### config.mk
export PLATFORM = sky130hd
export DESIGN_NAME = tmr_irq_router
export DESIGN_NICKNAME = d
export VERILOG_FILES = /design/src/rtl/tmr_irq_pkg.sv /design/src/rtl/tmr_irq_chan.sv /design/src/rtl/tmr_irq_msg_arb.sv /design/src/rtl/tmr_irq_pin_merge.sv /design/src/rtl/tmr_irq_router.sv
export SDC_FILE = /design/constraint.sdc
export NUM_CORES = 1
export LEC_CHECK = 0
export BUFFER_PORTS_ARGS = -buffer_cell sky130_fd_sc_hd__buf_2
export CORE_MARGIN = 2
export CORE_UTILIZATION = 45
export CTS_BUF_LIST = sky130_fd_sc_hd__clkbuf_8 sky130_fd_sc_hd__clkbuf_16
export CTS_CLUSTER_SIZE = 25
export DETAILED_ROUTE_END_ITERATION = 7
export SLEW_MARGIN = 30
export SYNTH_ARGS = -nofsm -noshare
export SYNTH_HDL_FRONTEND = slang
export SYNTH_HIERARCHICAL = 1
export SYNTH_SLANG_ARGS = --single-unit
### constraint.sdc
create_clock -name clk -period 6.23 [get_ports clk]
set_clock_uncertainty 0.2 [all_clocks]
set_input_delay 1.246 -clock clk [delete_from_list [all_inputs] [get_ports clk]]
set_output_delay 1.246 -clock clk [all_outputs]
set_load 0.005 [all_outputs]
### src/rtl/tmr_irq_pkg.sv
package tmr_irq_pkg;

  localparam int ROUTE_W     = 5;
  localparam int ROUTE_LSB   = 9;
  localparam int LEVEL_BIT   = 1;
  localparam int ENABLE_BIT  = 2;
  localparam int MSG_EN_BIT  = 14;
  localparam int MSG_CAP_BIT = 15;

  typedef struct packed {
    logic               msg_en;
    logic [ROUTE_W-1:0] route;
    logic               enable;
    logic               level;
  } chan_cfg_t;

  // Keep only writable fields; a route outside the allowed mask becomes 0
  function automatic chan_cfg_t cfg_decode(input logic [63:0] word,
                                           input logic [31:0] allowed);
    chan_cfg_t c;
    c.msg_en = word[MSG_EN_BIT];
    c.route  = word[ROUTE_LSB +: ROUTE_W];
    c.enable = word[ENABLE_BIT];
    c.level  = word[LEVEL_BIT];
    if (c.route != '0 && !allowed[c.route]) c.route = '0;
    return c;
  endfunction

  function automatic logic [63:0] cfg_encode(input chan_cfg_t c,
                                             input logic [31:0] allowed,
                                             input logic cap);
    logic [63:0] w;
    w = '0;
    w[63:32] = allowed;
    w[MSG_CAP_BIT] = cap;
    w[MSG_EN_BIT] = c.msg_en;
    w[ROUTE_LSB +: ROUTE_W] = c.route;
    w[ENABLE_BIT] = c.enable;
    w[LEVEL_BIT] = c.level;
    return w;
  endfunction

endpackage

### src/rtl/tmr_irq_chan.sv
module tmr_irq_chan
  import tmr_irq_pkg::*;
#(
  parameter logic [31:0] ALLOWED_IRQ = 32'hFF00_0000,
  parameter logic        MSG_CAP     = 1'b1
) (
  input  logic               clk,
  input  logic               rst_n,
  input  logic               cfg_we,
  input  logic [63:0]        cfg_wdata,
  input  logic               msg_we,
  input  logic [63:0]        msg_wdata,
  input  logic               sts_clr,
  input  logic               fire,
  output chan_cfg_t          cfg_q,
  output logic               sts_q,
  output logic [ROUTE_W-1:0] eff_pin,
  output logic               edge_hit,
  output logic               msg_hit,
  output logic               msg_mode,
  output logic [63:0]        msg_word
);

  chan_cfg_t    cfg_d, cfg_new;
  logic         sts_d;
  logic [63:0]  msg_d;
  logic         fire_ok, line_ok, lvl_set, new_msg, release_now;

  always_comb begin
    msg_mode = MSG_CAP & cfg_q.msg_en;
    eff_pin  = msg_mode ? '0 : cfg_q.route;

    // fire decision uses the configuration in force before any write this cycle
    fire_ok  = fire & cfg_q.enable & ~sts_q;
    line_ok  = fire_ok & ~msg_mode & (eff_pin != '0);
    msg_hit  = fire_ok & msg_mode;
    edge_hit = line_ok & ~cfg_q.level;
    lvl_set  = line_ok & cfg_q.level;

    cfg_new = cfg_decode(cfg_wdata, ALLOWED_IRQ);
    new_msg = MSG_CAP & cfg_new.msg_en;
    release_now = cfg_we & (~cfg_new.enable | new_msg | ~cfg_new.level |
                            (cfg_new.route != cfg_q.route));

    cfg_d = cfg_we ? cfg_new : cfg_q;
    sts_d = (lvl_set | (sts_q & ~sts_clr)) & ~release_now;
    msg_d = msg_we ? msg_wdata : msg_word;
  end

  always_ff @(posedge clk or negedge rst_n) begin
    if (!rst_n) begin
      cfg_q    <= '0;
      sts_q    <= 1'b0;
      msg_word <= '0;
    end else begin
      cfg_q    <= cfg_d;
      sts_q    <= sts_d;
      msg_word <= msg_d;
    end
  end

endmodule

### src/rtl/tmr_irq_msg_arb.sv
module tmr_irq_msg_arb #(
  parameter int NUM_TIMERS = 8
) (
  input  logic                       clk,
  input  logic                       rst_n,
  input  logic [NUM_TIMERS-1:0]      new_req,
  input  logic [NUM_TIMERS-1:0]      keep_ok,
  input  logic [NUM_TIMERS-1:0][63:0] words,
  output logic                       msg_valid,
  output logic [31:0]                msg_addr,
  output logic [31:0]                msg_data
);

  logic [NUM_TIMERS-1:0] pend_q, pend_d, req, grant;
  logic [63:0]           sel_word;
  logic                  valid_d;

  always_comb begin
    req   = pend_q | new_req;
    grant = req & (~req + 1'b1);
    sel_word = '0;
    for (int i = 0; i < NUM_TIMERS; i++) begin
      if (grant[i]) sel_word = sel_word | words[i];
    end
    valid_d = |req;
    pend_d  = req & ~grant & keep_ok;
  end

  always_ff @(posedge clk or negedge rst_n) begin
    if (!rst_n) begin
      pend_q    <= '0;
      msg_valid <= 1'b0;
      msg_addr  <= '0;
      msg_data  <= '0;
    end else begin
      pend_q    <= pend_d;
      msg_valid <= valid_d;
      if (valid_d) begin
        msg_addr <= sel_word[63:32];
        msg_data <= sel_word[31:0];
      end
    end
  end

endmodule

### src/rtl/tmr_irq_pin_merge.sv
module tmr_irq_pin_merge #(
  parameter int NUM_TIMERS = 8,
  parameter int NUM_PINS   = 32,
  parameter int ROUTE_W    = 5
) (
  input  logic                              clk,
  input  logic                              rst_n,
  input  logic [NUM_TIMERS-1:0][ROUTE_W-1:0] eff_pin,
  input  logic [NUM_TIMERS-1:0]             sts_q,
  input  logic [NUM_TIMERS-1:0]             edge_hit,
  output logic [NUM_PINS-1:0]               irq_level,
  output logic [NUM_PINS-1:0]               irq_pulse
);

  logic [NUM_PINS-1:0] pulse_d;

  // pin 0 means not connected and is never driven
  assign irq_level[0] = 1'b0;
  assign pulse_d[0]   = 1'b0;

  for (genvar p = 1; p < NUM_PINS; p++) begin : g_pin
    always_comb begin
      irq_level[p] = 1'b0;
      pulse_d[p]   = 1'b0;
      for (int t = 0; t < NUM_TIMERS; t++) begin
        if (eff_pin[t] == ROUTE_W'(p)) begin
          irq_level[p] = irq_level[p] | sts_q[t];
          pulse_d[p]   = pulse_d[p] | edge_hit[t];
        end
      end
    end
  end

  always_ff @(posedge clk or negedge rst_n) begin
    if (!rst_n) irq_pulse <= '0;
    else        irq_pulse <= pulse_d;
  end

endmodule

### src/rtl/tmr_irq_router.sv
module tmr_irq_router
  import tmr_irq_pkg::*;
#(
  parameter int          NUM_TIMERS  = 8,
  parameter int          NUM_PINS    = 32,
  parameter logic [31:0] ALLOWED_IRQ = 32'hFF00_0000,
  parameter logic        MSG_CAP     = 1'b1,
  localparam int         IDX_W       = (NUM_TIMERS > 1) ? $clog2(NUM_TIMERS) : 1
) (
  input  logic                  clk,
  input  logic                  rst_n,
  input  logic [NUM_TIMERS-1:0] fire,
  input  logic                  cfg_wr_en,
  input  logic [IDX_W-1:0]      cfg_wr_idx,
  input  logic [63:0]           cfg_wr_data,
  input  logic                  msg_wr_en,
  input  logic [IDX_W-1:0]      msg_wr_idx,
  input  logic [63:0]           msg_wr_data,
  input  logic                  sts_wr_en,
  input  logic [NUM_TIMERS-1:0] sts_wr_data,
  input  logic [IDX_W-1:0]      cfg_rd_idx,
  output logic [63:0]           cfg_rd_data,
  output logic [NUM_TIMERS-1:0] sts,
  output logic [NUM_PINS-1:0]   irq_level,
  output logic [NUM_PINS-1:0]   irq_pulse,
  output logic                  msg_valid,
  output logic [31:0]           msg_addr,
  output logic [31:0]           msg_data
);

  chan_cfg_t [NUM_TIMERS-1:0]              cfg_q;
  logic [NUM_TIMERS-1:0][ROUTE_W-1:0]      eff_pin;
  logic [NUM_TIMERS-1:0]                   edge_hit, msg_hit, msg_mode, keep_ok;
  logic [NUM_TIMERS-1:0][63:0]             msg_word;

  for (genvar t = 0; t < NUM_TIMERS; t++) begin : g_chan
    tmr_irq_chan #(.ALLOWED_IRQ(ALLOWED_IRQ), .MSG_CAP(MSG_CAP)) u_chan (
      .clk      (clk),
      .rst_n    (rst_n),
      .cfg_we   (cfg_wr_en && (cfg_wr_idx == IDX_W'(t))),
      .cfg_wdata(cfg_wr_data),
      .msg_we   (msg_wr_en && (msg_wr_idx == IDX_W'(t))),
      .msg_wdata(msg_wr_data),
      .sts_clr  (sts_wr_en & sts_wr_data[t]),
      .fire     (fire[t]),
      .cfg_q    (cfg_q[t]),
      .sts_q    (sts[t]),
      .eff_pin  (eff_pin[t]),
      .edge_hit (edge_hit[t]),
      .msg_hit  (msg_hit[t]),
      .msg_mode (msg_mode[t]),
      .msg_word (msg_word[t])
    );
    assign keep_ok[t] = msg_mode[t] & cfg_q[t].enable;
  end

  assign cfg_rd_data = cfg_encode(cfg_q[cfg_rd_idx], ALLOWED_IRQ, MSG_CAP);

  tmr_irq_msg_arb #(.NUM_TIMERS(NUM_TIMERS)) u_arb (
    .clk      (clk),
    .rst_n    (rst_n),
    .new_req  (msg_hit),
    .keep_ok  (keep_ok),
    .words    (msg_word),
    .msg_valid(msg_valid),
    .msg_addr (msg_addr),
    .msg_data (msg_data)
  );

  tmr_irq_pin_merge #(.NUM_TIMERS(NUM_TIMERS), .NUM_PINS(NUM_PINS), .ROUTE_W(ROUTE_W)) u_merge (
    .clk      (clk),
    .rst_n    (rst_n),
    .eff_pin  (eff_pin),
    .sts_q    (sts),
    .edge_hit (edge_hit),
    .irq_level(irq_level),
    .irq_pulse(irq_pulse)
  );

endmodule

==> impl_results.md, run 1 <==
* Status: finished, final reports clean
* TritonCTS clock tree: done
* Die Area at 80910 sq um
* Capturing point of the worst reg2reg path: u_arb/msg_addr[25]
* Cell Area, Synth at 35400 sq um
* Pwr Density at 367.8 nW/um^2
* Root buffer cell: clkbuf_16
* DRT Pass-1 Iters at 5
* Max Fclk at 0.2015 GHz
* Dpl ws at 1.818 ns
* Routed Antenna Nets at 0
* Hold bufs inserted after CTS at 0
* # DRC at 0
* Hold crit path type: reg2reg
* Area of the multi-input gates at 16780 sq um
* Final Hold Fails at 0
* Post_cts resized at 0
* Worst Setup Path Type: reg2out
* Drt total wl at 134.3 mm
* CP startpoint kind: flop
* Levels on crit path at 6
* Setup bufs post-CTS at 0
* Routed via count at 28380
* Final Instance Count excl. Fillers at 4420
* Worst r2r path cells at 8
* Core area at 77720 sq um
* RR Startpoint: g_chan[5].u_chan/sts_q
* Wire per inst at 30.38 um
* Tot GR Track Use at 0.3276
* Flop pwr share at 0.421
* Critical Path, Cell by Cell: nor2_2 > nand2b_1 > nor2_1 > a21oi_1 > o2111ai_1 > buf_2
* Crit path max-delay cell type: nor2_2
* Clock edge transition at the registers on the reported setup and hold paths at 0.06 ns
* Worst setup EP type: primary output
* First DRT Iteration DRCs at 2631
* Lkg Pwr at 16.43 nW
* Vias in the first global route at 29150
* Hold_sp: g_chan[1].u_chan/msg_word[4]
* Mapped Avg Cell Area at 11.25 sq um
* I/O Buffers at 244
* Worst slew margin at 0.3079
* Final Setup Violations at 0
* Fin. max-slew vios at 0
* Sequential cell area at 17190 sq um
* Fillers at 6913
* Initial antenna violation count at 14
* Die X at 284.5 um
* Worst setup path startpoint: g_chan[2].u_chan/msg_mode
* CP Buf/Inv Count at 1
* Internal power at 9.853 mW
* Net switching power at 4.931 mW
* Yosys warnings at 6
* Gate Count Post-Synth at 3147
* Max VDD drop at 0.2803 mV
* Number of buffers created by CTS at 76
* Die Ht at 284.5 um
* RSZ-0062 raised after global routing: no
* Clock Sinks at 687
* Max cap viols at 0
* GRT overflow at 0
* H-tree depth at 3
* Final core area utilization at 0.5171
* Nets at 3470
* Initial core utilization at 0.4554
* Clock power frac at 0.319
* Routability Congestion at 0.9792
* CP Capture Point: irq_level[26]
* Largest net degree at the start of global routing at 154
* Combinational power share at 0.260
* Area Growth Syn to Fin at 13.55%
* Share of layout cells above drive strength 1 at 0.3215
* CP peak stage delay at 0.82 ns
* Vias/cell at 6.421
* First-pass GRT wire length at 197.8 mm
* Bufs on Longest Clock Path at 3
* Placed inst area at 37470 sq um
* Dpl cells at 4274
* Clock Latency Late Sink at 0.65 ns
* # rows at 102
* Crit Path Max Fanout at 11
* Final instance area at 40190 sq um
* Min cycle time layout at 4.962 ns
* Required time worst endpoint at 4.78 ns
* Critical Path AT at 3.52 ns
* Worst Tran Pin Value at 1.036 ns
* Top Ports at 359
* Final period util at 0.7965
* Sw Share at 0.3335
* Register-to-register setup slack at 2.29 ns
* Final WS setup at 1.268 ns
* Detail Placement HPWL at 89.98 mm
* Setup tns final at 0 ns
* Top Family by Delay on Critical Path: simple AND/OR/NAND/NOR gates
-- worst min path at each step --
stage                               endpoint  slack, ns  cells after the start
2_1_floorplan   g_chan[1].u_chan/msg_word[0]       0.27                      1
3_5_place_dp   g_chan[1].u_chan/msg_word[25]       0.29                      1
4_1_cts        g_chan[1].u_chan/msg_word[45]       0.30                      1
3_3_place_gp   g_chan[1].u_chan/msg_word[31]       0.28                      1
6_report        g_chan[1].u_chan/msg_word[4]       0.30                      1
5_1_grt        g_chan[1].u_chan/msg_word[25]       0.31                      1
-- worst register-to-register path, cell delays in order, from the launching register on --
cell	delay [ns]
dfrtp_1	0.76
nand3b_1	0.26
nor2_1	0.13
or2_1	0.49
nor2_1	0.24
o2111a_2	0.88
buf_4	0.48
a22oi_1	0.15
a31oi_1	0.26
-- routing by layer --
layer | up-vias | track usage | share of wire
met3 | 303 | 0.06958 | 0.077
met5 | - | 0 | 0.00042
li1 | 12030 | - | -
met2 | 1337 | 0.5186 | 0.46
met4 | 10 | 0.1366 | 0.045
met1 | 14700 | 0.4372 | 0.42
-- power groups by stage --
stage	Sequential, mW	Combinational [mW]	Clock, mW
2_1_floorplan	6.04	2.37	0
3_3_place_gp	6.20	3.71	0
3_5_place_dp	6.29	3.78	0
4_1_cts	6.21	3.80	4.82
5_1_grt	6.35	4.09	5.01
6_report	6.23	3.85	4.71
-- registers in the layout, indices dropped and copies added (netlist names) --
signal	count
g_chan.u_chan/msg_word	512
g_chan.u_chan/cfg_q	56
u_arb/msg_addr	32
u_arb/msg_data	32
u_merge/irq_pulse	31
g_chan.u_chan/msg_mode	8
g_chan.u_chan/sts_q	8
u_arb/pend_q	7
u_arb/msg_valid	1
-- stage by stage --
| stage | power, mW | hold WS (ns) |
|---|---|---|
| floorplan | 8.413 | 0.2723 |
| global placement | 9.907 | 0.2803 |
| detailed placement | 10.07 | 0.2872 |
| CTS | 14.84 | 0.3006 |
| global route | 15.46 | 0.3097 |
| finish | 14.78 | 0.2975 |
-- cell usage in the layout, fill, tap and decap left out, types with 12 or more instances in the layout --
| cell | n |
|---|---|
| dfrtp_1 | 687 |
| mux2_2 | 536 |
| buf_2 | 243 |
| nor2_1 | 206 |
| a22oi_1 | 146 |
| nand2_1 | 128 |
| a221oi_1 | 92 |
| clkbuf_16 | 77 |
| o22ai_1 | 77 |
| buf_4 | 77 |
| a31oi_1 | 75 |
| nand3_1 | 73 |
| o21ai_0 | 67 |
| nor3b_1 | 65 |
| inv_1 | 64 |
| conb_1 | 58 |
| a22o_1 | 57 |
| nand2b_1 | 53 |
| o21a_1 | 52 |
| a21oi_1 | 42 |
| nand4_1 | 38 |
| nor2b_1 | 32 |
| and2_1 | 31 |
| nor3_1 | 30 |
| a211oi_1 | 24 |
| nand4b_1 | 23 |
| clkinv_2 | 22 |
| nor2_2 | 20 |
| clkbuf_8 | 20 |
| or4b_1 | 17 |
| nor4_1 | 16 |
| mux4_1 | 15 |
| o32ai_1 | 15 |
| nand4bb_1 | 12 |
-- area by class of cell --
| class | count | area share |
|---|---|---|
| multi-input combinational | 2161 | 0.4175 |
| antenna | 5 | 0.0003113 |
| clock buffer | 97 | 0.05479 |
| sequential | 687 | 0.4277 |
| inverter | 56 | 0.005292 |
| clock inverter | 44 | 0.01248 |
| tap | 1040 | 0.03238 |
| timing repair buffer | 330 | 0.04950 |
Power figures use the tool's default switching activity.
==> run 2, diff against run 1 <==
Settings changed: ABC_AREA set to 1.
Clock period 6.23 ns to 4.8 ns, I/O delays scaled along.
==> impl_results.md, run 2 <==
* Status: finished, final reports clean
* Vias/cell at 5.539 (-14%)
* Max Fclk at 0.2402 GHz
* Cell Area, Synth at 40760 sq um (+15%)
* Tot GR Track Use at 0.2752 (-0.05236)
* Final period util at 0.8674
* Largest net degree at the start of global routing at 95 (-38%)
* Final Hold Fails at 0 (unchanged)
* Area Growth Syn to Fin at 10.84%
* Number of buffers created by CTS at 78 (+2.6%)
* Critical Path, Cell by Cell: inv_2 > nand2_1 > inv_1 > inv_4 > nand2_1 > nor2_1 > nand2_1 > nand2_1 > nor2_1 > nand2_1 > buf_2
* Worst Tran Pin Value at 1.005 ns (-0.03060 ns)
* H-tree depth at 3 (unchanged)
* Share of layout cells above drive strength 1 at 0.2159 (-0.1056)
* Clock Latency Late Sink at 0.67 ns (+0.02 ns)
* GRT overflow at 0 (unchanged)
* Core area at 89870 sq um (+16%)
* Hold_sp: g_chan[6].u_chan/msg_word[63]
* First-pass GRT wire length at 199.5 mm (+0.83%)
* Gate Count Post-Synth at 4696 (+49%)
* RR Startpoint: g_chan[4].u_chan/sts_q
* Die X at 305.0 um (+7.2%)
* Register-to-register setup slack at 1.77 ns (-0.52 ns)
* Crit Path Max Fanout at 18 (+7)
* Wire per inst at 21.37 um (-30%)
* Root buffer cell: clkbuf_16
* Worst Setup Path Type: reg2out
* Hold path depth at 1 (unchanged)
* Top Registers: g_chan.u_chan/msg_word x512, g_chan.u_chan/cfg_q x56
* Bufs on Longest Clock Path at 3 (unchanged)
* Clock Sinks at 687 (unchanged)
* RSZ-0062 raised after global routing: no
* CP startpoint kind: flop
* Routed via count at 33530 (+18%)
* Post_cts resized at 0 (unchanged)
* Clock edge transition at the registers on the reported setup and hold paths at 0.06 ns (about the same)
* Final core area utilization at 0.5027 (-0.01443)
* Max FFs per register at 512 (unchanged)
* Worst slew margin at 0.3290 (+0.02106)
* Crit path max-delay cell type: inv_1
* Routed Antenna Nets at 0 (unchanged)
* Lkg Pwr at 22.81 nW (+39%)
* Die Ht at 305.0 um (+7.2%)
* Drt total wl at 129.3 mm (-3.7%)
* # rows at 110 (+7.8%)
* Detail Placement HPWL at 79.24 mm (-12%)
* Pwr Density at 424.5 nW/um^2 (+15%)
* Initial core utilization at 0.4535 (-0.001892)
* Initial antenna violation count at 11 (-3)
* TritonCTS clock tree: done
* Nets at 4971 (+43%)
* Sequential cell area at 17190 sq um (about the same)
* Most common cell after layout, fill and taps aside: nand2_1
* Hold crit path type: reg2reg
* Worst setup EP type: primary output
* Routability Congestion at 0.9851 (+0.60%)
* Min cycle time layout at 4.164 ns
* Max cap viols at 0 (unchanged)
* Most frequent cells in the layout: nand2_1, dfrtp_1, nand3_1
* Fillers at 8435 (+22%)
* Area of the multi-input gates at 20260 sq um (+21%)
* I/O Buffers at 244 (unchanged)
* Yosys warnings at 6 (unchanged)
* CP peak stage delay at 0.58 ns (-0.24 ns)
* Required time worst endpoint at 3.64 ns (-1.14 ns)
* First DRT Iteration DRCs at 3397 (+29%)
* Vias in the first global route at 32620 (+12%)
* Capturing point of the worst reg2reg path: u_arb/msg_addr[15]
* Die Area at 93000 sq um (+15%)
* Mapped Avg Cell Area at 8.680 sq um (-23%)
* Largest register by flop count: g_chan.u_chan/msg_word
* Top Ports at 359 (unchanged)
* Critical Path AT at 3.00 ns (-0.52 ns)
* Crit path top cell by count: nand2_1
* Worst r2r path cells at 12 (+4)
* Final Setup Violations at 0 (unchanged)
* Fin. max-slew vios at 0 (unchanged)
* Setup tns final at 0 ns (unchanged)
* DRT Pass-1 Iters at 8 (+3)
* # DRC at 0 (unchanged)
* WHS Endpoint: g_chan[6].u_chan/msg_word[63]
* Hold_ws at 0.2830 ns (-0.01450 ns)
* Max VDD drop at 0.3037 mV (+8.3%)
-- run 2: what timing repair did --
item                                   4_1_cts  5_1_grt
buffers inserted                             0        0
hold buffers                                 0        1
endpoints found under the hold margin        0       11
-- run 2: worst max-delay path by stage --
stage | startpoint | end | slack [ns] | cells past startpoint
4_1_cts | g_chan[2].u_chan/msg_mode | irq_level[12] | 0.64 | 11
6_report | g_chan[2].u_chan/msg_mode | irq_level[12] | 0.64 | 11
3_3_place_gp | cfg_rd_idx[0] | cfg_rd_data[2] | 1.21 | 8
2_1_floorplan | cfg_rd_idx[0] | cfg_rd_data[12] | 2.12 | 8
5_1_grt | g_chan[2].u_chan/msg_mode | irq_level[12] | 0.48 | 11
3_5_place_dp | cfg_rd_idx[0] | cfg_rd_data[2] | 1.22 | 8
-- run 2: per-stage QoR --
step / instance area [sq um] / worst slack (ns) / instances / power (mW)
2_1_floorplan: 40970 / 2.118 / 4751 / 11.36
3_3_place_gp: 42460 / 1.208 / 5904 / 13.14
3_5_place_dp: 42470 / 1.224 / 5904 / 13.22
4_1_cts: 45030 / 0.6450 / 6044 / 19.25
5_1_grt: 45170 / 0.4767 / 6051 / 20.11
6_report: 45180 / 0.6364 / 6053 / 19.18
-- run 2: cell type report --
type | instances | share of cell area
Multi-Input combinational cell | 3337 | 0.4485
Clock buffer | 96 | 0.04894
Tap cell | 1176 | 0.03257
Antenna cell | 4 | 0.0002216
Inverter | 386 | 0.03221
Sequential cell | 687 | 0.3806
Clock inverter | 44 | 0.007838
Timing Repair Buffer | 323 | 0.04921
-- run 2: routing by layer --
layer,up-vias,track usage,routed length (um)
met5,-,0,92
met4,14,0.1202,5811
met3,297,0.04520,8561
met2,1252,0.4228,57890
met1,16420,0.3833,56970
li1,15550,-,-
-- run 2: report_power, final --
group | internal [mW] | switching [mW] | total (mW)
sequential | 7.10 | 0.878 | 7.98
combinational | 2.18 | 3.07 | 5.25
clock | 3.39 | 2.56 | 5.95
-- run 2: critical path, delay by kind of cell, from the launching register on --
family / cells / cell delay [ns]
DFF: 1 / 0.46
and+or+nand+nor: 7 / 0.78
buffers and inverters: 4 / 1.09
